### config.mk
export PLATFORM = sky130hd
export DESIGN_NAME = sysport_ctrl
export DESIGN_NICKNAME = d
export VERILOG_FILES = /design/src/rtl/sysport_pkg.sv /design/src/rtl/sysport_xlat.sv /design/src/rtl/sysport_regs.sv /design/src/rtl/sysport_rdmux.sv /design/src/rtl/sysport_ctrl.sv
export SDC_FILE = /design/constraint.sdc
export NUM_CORES = 1
export LEC_CHECK = 0
export ABC_AREA = 1
export BUFFER_PORTS_ARGS = -buffer_cell sky130_fd_sc_hd__buf_2
export CAP_MARGIN = 20
export CORE_ASPECT_RATIO = 0.9
export CORE_MARGIN = 5
export CORE_UTILIZATION = 55
export CTS_BUF_LIST = sky130_fd_sc_hd__clkbuf_4
export CTS_CLUSTER_DIAMETER = 100
export DETAILED_ROUTE_END_ITERATION = 6
export PLACE_DENSITY = 0.85
export RECOVER_POWER = 100
export REMOVE_ABC_BUFFERS = 1
export SETUP_SLACK_MARGIN = 0.05
export SYNTH_ARGS = -nofsm -noshare
export SYNTH_HDL_FRONTEND = slang
export SYNTH_HIERARCHICAL = 1
export SYNTH_SLANG_ARGS = --single-unit
export TNS_END_PERCENT = 5
### constraint.sdc
create_clock -name clk -period 1.99 [get_ports clk]
set_clock_uncertainty 0.1 [all_clocks]
set_input_delay 0.2985 -clock clk [delete_from_list [all_inputs] [get_ports clk]]
set_output_delay 0.2985 -clock clk [all_outputs]
set_load 0.02 [all_outputs]
### src/rtl/sysport_pkg.sv
package sysport_pkg;
   localparam int unsigned PORT_W = 16;
   localparam int unsigned BYTE_W = 8;

   localparam logic [PORT_W-1:0] P_SYSCTL   = 16'h0092;
   localparam logic [PORT_W-1:0] P_CPUCFG   = 16'h0800;
   localparam logic [PORT_W-1:0] P_FEAT     = 16'h0802;
   localparam logic [PORT_W-1:0] P_STAT     = 16'h0803;
   localparam logic [PORT_W-1:0] P_LAMP     = 16'h0808;
   localparam logic [PORT_W-1:0] P_EQUIP    = 16'h080C;
   localparam logic [PORT_W-1:0] P_LOCK1    = 16'h0810;
   localparam logic [PORT_W-1:0] P_LOCK2    = 16'h0812;
   localparam logic [PORT_W-1:0] P_CINV     = 16'h0814;
   localparam logic [PORT_W-1:0] P_KEY      = 16'h0818;
   localparam logic [PORT_W-1:0] P_CACHE    = 16'h081C;
   localparam logic [PORT_W-1:0] P_L2ID     = 16'h0823;
   localparam logic [PORT_W-1:0] P_MAPSEL   = 16'h0850;

   localparam logic [BYTE_W-1:0] V_CPUCFG = 8'hEF;
   localparam logic [BYTE_W-1:0] V_FEAT   = 8'hAD;
   localparam logic [BYTE_W-1:0] V_STAT   = 8'hE0;
   localparam logic [BYTE_W-1:0] V_EQUIP  = 8'h3C;
   localparam logic [BYTE_W-1:0] V_XFEAT  = 8'h39;
   localparam logic [BYTE_W-1:0] V_KEY    = 8'h00;
   localparam logic [BYTE_W-1:0] V_L2ID   = 8'h03;
   localparam logic [BYTE_W-1:0] V_NONE   = 8'hFF;

   typedef enum logic {MAP_FLAT = 1'b0, MAP_SPARSE = 1'b1} map_e;
endpackage

### src/rtl/sysport_xlat.sv
module sysport_xlat #(
   parameter int unsigned WIN_AW  = 23,
   parameter int unsigned PORT_AW = 16,
   parameter int unsigned LOW_W   = 5,
   parameter int unsigned PAGE_LSB = 12
) (
   input  logic               map_mode,
   input  logic [WIN_AW-1:0]  win_addr,
   output logic [PORT_AW-1:0] win_port
);
   import sysport_pkg::*;

   localparam int unsigned HI_W = PORT_AW - LOW_W;

   generate
      if (PAGE_LSB + HI_W > WIN_AW) begin : g_bad_width
         $error("sysport_xlat: window too narrow for sparse map");
      end
   endgenerate

   logic [PORT_AW-1:0] flat_port;
   logic [PORT_AW-1:0] sparse_port;

   assign flat_port   = win_addr[PORT_AW-1:0];
   assign sparse_port = {win_addr[PAGE_LSB+HI_W-1:PAGE_LSB], win_addr[LOW_W-1:0]};

   always_comb begin
      if (map_e'(map_mode) == MAP_SPARSE) win_port = sparse_port;
      else                                win_port = flat_port;
   end

   always_comb begin
      if (map_mode)
         AST_SPARSE_LOW: assert (win_port[LOW_W-1:0] == win_addr[LOW_W-1:0]);
   end
endmodule

### src/rtl/sysport_regs.sv
module sysport_regs #(
   parameter int unsigned PORT_AW   = 16,
   parameter int unsigned DW        = 8,
   parameter int unsigned CW        = 4,
   parameter int unsigned SCRATCH_N = 2,
   parameter logic [15:0] SCRATCH_BASE = 16'h0398
) (
   input  logic                          clk,
   input  logic                          rst_n,
   input  logic                          wr_en,
   input  logic [PORT_AW-1:0]            wr_addr,
   input  logic [DW-1:0]                 wr_data,
   output logic                          soft_rst,
   output logic                          little_endian,
   output logic                          disk_led,
   output logic [CW-1:0]                 cache_ctl,
   output logic                          map_mode,
   output logic                          lock1_tgl,
   output logic                          lock2_tgl,
   output logic [SCRATCH_N-1:0][DW-1:0]  scratch
);
   import sysport_pkg::*;

   generate
      if (CW > DW) begin : g_bad_cw
         $error("sysport_regs: cache field wider than data");
      end
      if (DW < 2) begin : g_bad_dw
         $error("sysport_regs: data must carry two control bits");
      end
   endgenerate

   logic hit_sys, hit_lamp, hit_cache, hit_map, hit_l1, hit_l2;
   assign hit_sys   = wr_en && (wr_addr == P_SYSCTL);
   assign hit_lamp  = wr_en && (wr_addr == P_LAMP);
   assign hit_cache = wr_en && (wr_addr == P_CACHE);
   assign hit_map   = wr_en && (wr_addr == P_MAPSEL);
   assign hit_l1    = wr_en && (wr_addr == P_LOCK1);
   assign hit_l2    = wr_en && (wr_addr == P_LOCK2);

   always_ff @(posedge clk) begin
      if (!rst_n) begin
         soft_rst      <= 1'b0;
         little_endian <= 1'b0;
         disk_led      <= 1'b0;
         cache_ctl     <= '0;
         map_mode      <= 1'b0;
         lock1_tgl     <= 1'b0;
         lock2_tgl     <= 1'b0;
      end else begin
         lock1_tgl <= hit_l1;
         lock2_tgl <= hit_l2;
         if (hit_sys) begin
            soft_rst      <= wr_data[0];
            little_endian <= wr_data[1];
         end
         if (hit_lamp)  disk_led  <= wr_data[0];
         if (hit_cache) cache_ctl <= wr_data[CW-1:0];
         if (hit_map)   map_mode  <= wr_data[0];
      end
   end

   for (genvar i = 0; i < SCRATCH_N; i++) begin : g_scr
      logic hit;
      assign hit = wr_en && (wr_addr == PORT_AW'(SCRATCH_BASE + i));
      always_ff @(posedge clk) begin
         if (!rst_n)   scratch[i] <= '0;
         else if (hit) scratch[i] <= wr_data;
      end
   end

   AST_LOCK1_CAUSE: assert property (@(posedge clk) disable iff (!rst_n)
      lock1_tgl |-> $past(wr_en && wr_addr == P_LOCK1));
   AST_LOCK_EXCL: assert property (@(posedge clk) disable iff (!rst_n)
      $onehot0({lock1_tgl, lock2_tgl}));
   AST_CACHE_HOLD: assert property (@(posedge clk) disable iff (!rst_n)
      !(wr_en && wr_addr == P_CACHE) |=> $stable(cache_ctl));
   AST_SYS_HOLD: assert property (@(posedge clk) disable iff (!rst_n)
      !(wr_en && wr_addr == P_SYSCTL) |=> $stable({soft_rst, little_endian}));
endmodule

### src/rtl/sysport_rdmux.sv
module sysport_rdmux #(
   parameter int unsigned PORT_AW   = 16,
   parameter int unsigned DW        = 8,
   parameter int unsigned CW        = 4,
   parameter int unsigned SCRATCH_N = 2,
   parameter logic [15:0] SCRATCH_BASE = 16'h0398
) (
   input  logic                          clk,
   input  logic                          rst_n,
   input  logic                          rd_en,
   input  logic [PORT_AW-1:0]            rd_addr,
   input  logic [CW-1:0]                 cache_ctl,
   input  logic                          map_mode,
   input  logic [SCRATCH_N-1:0][DW-1:0]  scratch,
   output logic [DW-1:0]                 rd_data,
   output logic                          rd_valid
);
   import sysport_pkg::*;

   logic [DW-1:0] fixed_val;
   logic [DW-1:0] scr_val;
   logic          scr_hit;
   logic [DW-1:0] next_val;

   always_comb begin
      unique case (rd_addr)
         P_SYSCTL: fixed_val = '0;
         P_CPUCFG: fixed_val = V_CPUCFG;
         P_FEAT:   fixed_val = V_FEAT;
         P_STAT:   fixed_val = V_STAT;
         P_EQUIP:  fixed_val = V_EQUIP;
         P_LOCK1:  fixed_val = V_XFEAT;
         P_KEY:    fixed_val = V_KEY;
         P_L2ID:   fixed_val = V_L2ID;
         P_CACHE:  fixed_val = DW'(cache_ctl);
         P_MAPSEL: fixed_val = DW'(map_mode);
         default:  fixed_val = V_NONE;
      endcase
   end

   always_comb begin
      scr_hit = 1'b0;
      scr_val = '0;
      for (int i = 0; i < SCRATCH_N; i++) begin
         if (rd_addr == PORT_AW'(SCRATCH_BASE + i)) begin
            scr_hit = 1'b1;
            scr_val = scratch[i];
         end
      end
   end

   assign next_val = scr_hit ? scr_val : fixed_val;

   always_ff @(posedge clk) begin
      if (!rst_n) begin
         rd_data  <= '0;
         rd_valid <= 1'b0;
      end else begin
         rd_valid <= rd_en;
         if (rd_en) rd_data <= next_val;
      end
   end

   AST_RD_LATENCY: assert property (@(posedge clk) disable iff (!rst_n)
      rd_en |=> rd_valid);
   AST_ID_CONST: assert property (@(posedge clk) disable iff (!rst_n)
      rd_en && rd_addr == P_CPUCFG |=> rd_data == V_CPUCFG);
   AST_HOLE_ONES: assert property (@(posedge clk) disable iff (!rst_n)
      rd_en && rd_addr == P_CINV |=> rd_data == V_NONE);
endmodule

### src/rtl/sysport_ctrl.sv
module sysport_ctrl #(
   parameter int unsigned PORT_AW   = 16,
   parameter int unsigned WIN_AW    = 23,
   parameter int unsigned DW        = 8,
   parameter int unsigned CW        = 4,
   parameter int unsigned SCRATCH_N = 2,
   parameter logic [15:0] SCRATCH_BASE = 16'h0398
) (
   input  logic               clk,
   input  logic               rst_n,
   input  logic               acc_valid,
   input  logic               acc_write,
   input  logic [PORT_AW-1:0] acc_addr,
   input  logic [DW-1:0]      acc_wdata,
   output logic [DW-1:0]      rd_data,
   output logic               rd_valid,
   input  logic [WIN_AW-1:0]  win_addr,
   output logic [PORT_AW-1:0] win_port,
   output logic               soft_rst,
   output logic               little_endian,
   output logic               disk_led,
   output logic [CW-1:0]      cache_ctl,
   output logic               map_mode,
   output logic               lock1_tgl,
   output logic               lock2_tgl
);
   generate
      if (PORT_AW != 16) begin : g_bad_port
         $error("sysport_ctrl: port space must be 16 bits");
      end
      if (SCRATCH_N == 0) begin : g_bad_scr
         $error("sysport_ctrl: at least one scratch byte");
      end
   endgenerate

   logic wr_en, rd_en;
   logic [SCRATCH_N-1:0][DW-1:0] scratch;

   assign wr_en = acc_valid &&  acc_write;
   assign rd_en = acc_valid && !acc_write;

   sysport_regs #(
      .PORT_AW(PORT_AW), .DW(DW), .CW(CW),
      .SCRATCH_N(SCRATCH_N), .SCRATCH_BASE(SCRATCH_BASE)
   ) u_regs (
      .clk(clk), .rst_n(rst_n),
      .wr_en(wr_en), .wr_addr(acc_addr), .wr_data(acc_wdata),
      .soft_rst(soft_rst), .little_endian(little_endian), .disk_led(disk_led),
      .cache_ctl(cache_ctl), .map_mode(map_mode),
      .lock1_tgl(lock1_tgl), .lock2_tgl(lock2_tgl), .scratch(scratch)
   );

   sysport_rdmux #(
      .PORT_AW(PORT_AW), .DW(DW), .CW(CW),
      .SCRATCH_N(SCRATCH_N), .SCRATCH_BASE(SCRATCH_BASE)
   ) u_rdmux (
      .clk(clk), .rst_n(rst_n),
      .rd_en(rd_en), .rd_addr(acc_addr),
      .cache_ctl(cache_ctl), .map_mode(map_mode), .scratch(scratch),
      .rd_data(rd_data), .rd_valid(rd_valid)
   );

   sysport_xlat #(
      .WIN_AW(WIN_AW), .PORT_AW(PORT_AW)
   ) u_xlat (
      .map_mode(map_mode), .win_addr(win_addr), .win_port(win_port)
   );

   AST_MAP_READBACK: assert property (@(posedge clk) disable iff (!rst_n)
      acc_valid && !acc_write && acc_addr == 16'h0850 |=> rd_data == DW'(map_mode));
endmodule

==> flow_summary.yaml <==
layout:
  layout-drive-gt1-share_pct: 20.08
  layout_common_cells: "nand2_1, nor2_1, inv_1, buf_2, dfxtp_1"
  synthToLayoutAreaGrowth_pct: 13.53
  diodes: 0
  postLayoutCoreUtil_pct: 63.43
  fillerInstances: 460
  final_common_cell: "nand2_1"
  fin_nets: 528
sta:
  slew_viol_final: 0
  finalHoldViolCount: 0
  period_minus_slack_ps: 1692
  hold_slack_ps: 85.55
  fmaxAchievable_mhz: 590.9
  worst_pin_slew_ps: 656.3
  fin_ws_ps: 297.6
  grt_setup_unrepaired: "false"
  setup_tns_ps: 0
  finalCritPeriodShare_pct: 85.05
  setup_viol: 0
  maxSlewHeadroom_pct: 56.12
routing:
  vias: 2588
  drt_iter0_markers: 163
  ant_nets: 0
  post_drt_wl_per_cell_um: 11.32
  totalWireLength_mm: 6.114
  viasPerCell: 4.793
  first_pass_iters: 5
  drc_errors: 0
worst_setup_path:
  critPathRequiredTime_ps: 1590
  cp_data_arrival_time_ps: 1290
  end_kind: "output port"
  critical_path.cell_chain: "inv_1 > nand2_1 > nand2_1 > clkbuf_1"
  crit_path_frequent_cell: "nand2_1"
  cpMaxStageDelayCell: "dfxtp_1"
  startpoint_type: "register"
  cpPeakStageDelay_ps: 330
  critPathMaxFanout: 11
  reg2reg_slack_ps: 850
  worstSetupPathType: "reg -> out"
clocking:
  clockBufferDepth: 2
  cts_repair_resize_count: 0
  cts.sinks: 35
  clk_latency_ps: 340
  htreeDepth: 2
  cts.clk_slew.worst_paths_ps: 120
  numCtsBuffers: 5
  clock-root-buffer: "clkbuf_4"
  hold_buffers: 0
  cts_setup_buffers: 0
  cts_tree: "yes"
global_routing:
  grt_remaining_overflow: 0
  antenna_found_initial: 0
  grt_pass1_wl_mm: 9.770
  grt_usage_pct: 21.06
  grt_pass1_vias: 2320
  grt_max_degree: 26
min_path:
  hp-class: "in -> reg"
synthesis:
  synth_cell_types: 29
  synth_area_um2: 2460
  syn_area_per_cell_um2: 6.059
  yosys_warnings: 6
  ys_seq_area_share_pct: 28.48
  netlist_instances: 406
  ys_ff_latch: 35
die:
  die-area_um2: 5912
  fp.coreArea_um2: 4403
  ios: 86
  rows: 23
  die_x_um: 80.50
  initial_core_util_pct: 55.87
  die_h_um: 73.45
place:
  routabilityCongestion: 0.9547
  post-place-ws_ps: 273.1
  hpwl_mm: 4.862
  portBuffers: 75
pwr:
  p_leak_nw: 1.521
  p_per_area_nw_per_um2: 524.3
  peakVddDrop_mv: 0.7031
run:
  drv_cap: 0
outcome:
  status: "completed"
==> critical path, delay by kind of cell, from the launching register on <==
family                 cells  cell delay [ps]
DFF                        1              330
and+or+nand+nor            2              160
buffers and inverters      2              460
==> metal layers <==
metal	share of wire, %	vias up	global-route usage, %	wire, um
met1	42	1117	25.45	2563
li1	-	1356	-	-
met3	8.5	14	4.902	521
met5	0	-	0	0
met4	2.6	0	9.381	162
met2	47	101	35.66	2867
==> cell usage after synthesis, drive strengths merged <==
cell type    n  share of area [%]
clkbuf       2                1.1
and2         1               0.25
buf         11                4.5
nand3       26                7.4
nand4        3               0.76
nand3b       1               0.31
o21ai        8                1.6
nand2      148                 25
dfxtp       35                 28
nor2b        2               0.51
or2          1               0.25
nor3         2               0.41
inv         50                7.7
and3         1               0.31
a21oi        3               0.76
nor2       112                 21
==> state kept, by name (all words and copies together), names as in the netlist <==
| signal | flops |
|---|---|
| u_regs/lock1_tgl | 1 |
| u_regs/map_mode | 1 |
| u_rdmux/rd_data | 8 |
| u_regs/lock2_tgl | 1 |
| u_regs/little_endian | 1 |
| u_regs/cache_ctl | 4 |
| u_regs/scratch | 16 |
| u_regs/soft_rst | 1 |
| u_rdmux/rd_valid | 1 |
| u_regs/disk_led | 1 |
==> area by class of cell <==
class	instances	area [um^2]	area share [%]
multi-input combinational	308	1391	49.82
inverter	50	190.2	6.810
sequential	35	700.7	25.09
timing repair buffer	77	351.6	12.59
clock buffer	5	37.54	1.344
clock inverter	3	43.79	1.568
tap	62	77.57	2.778
==> power by group <==
part / internal [mW] / switching, mW / total [mW]
Sequential: 0.713 / 0.00582 / 0.718
Combinational: 0.0745 / 0.149 / 0.223
Clock: 0.264 / 0.258 / 0.522
==> cell families after synthesis <==
family | Yosys count | synth area share [%]
AND/OR/NAND/NOR | 297 | 55.80
buffers and inverters | 63 | 13.33
flip-flops | 35 | 28.48
AO/OA/AOI/OAI | 11 | 2.390
==> final timing paths <==
check                startpoint                  to  cells after the start
max             u_regs/map_mode         win_port[5]                      4
min                acc_wdata[5]  u_regs/scratch[13]                      3
max reg2reg     u_regs/map_mode  u_rdmux/rd_data[0]                      6
min reg2reg  u_rdmux/rd_data[6]  u_rdmux/rd_data[6]                      2
==> through the flow <==
stage | std cells | area (um^2) | power (mW)
2_1_floorplan | 393 | 2322 | 0.8514
3_3_place_gp | 532 | 2790 | 0.9604
3_5_place_dp | 532 | 2790 | 0.9652
4_1_cts | 540 | 2872 | 1.489
5_1_grt | 540 | 2793 | 1.538
6_report | 540 | 2793 | 1.464
No activity file was read; power rests on OpenSTA's default activity.
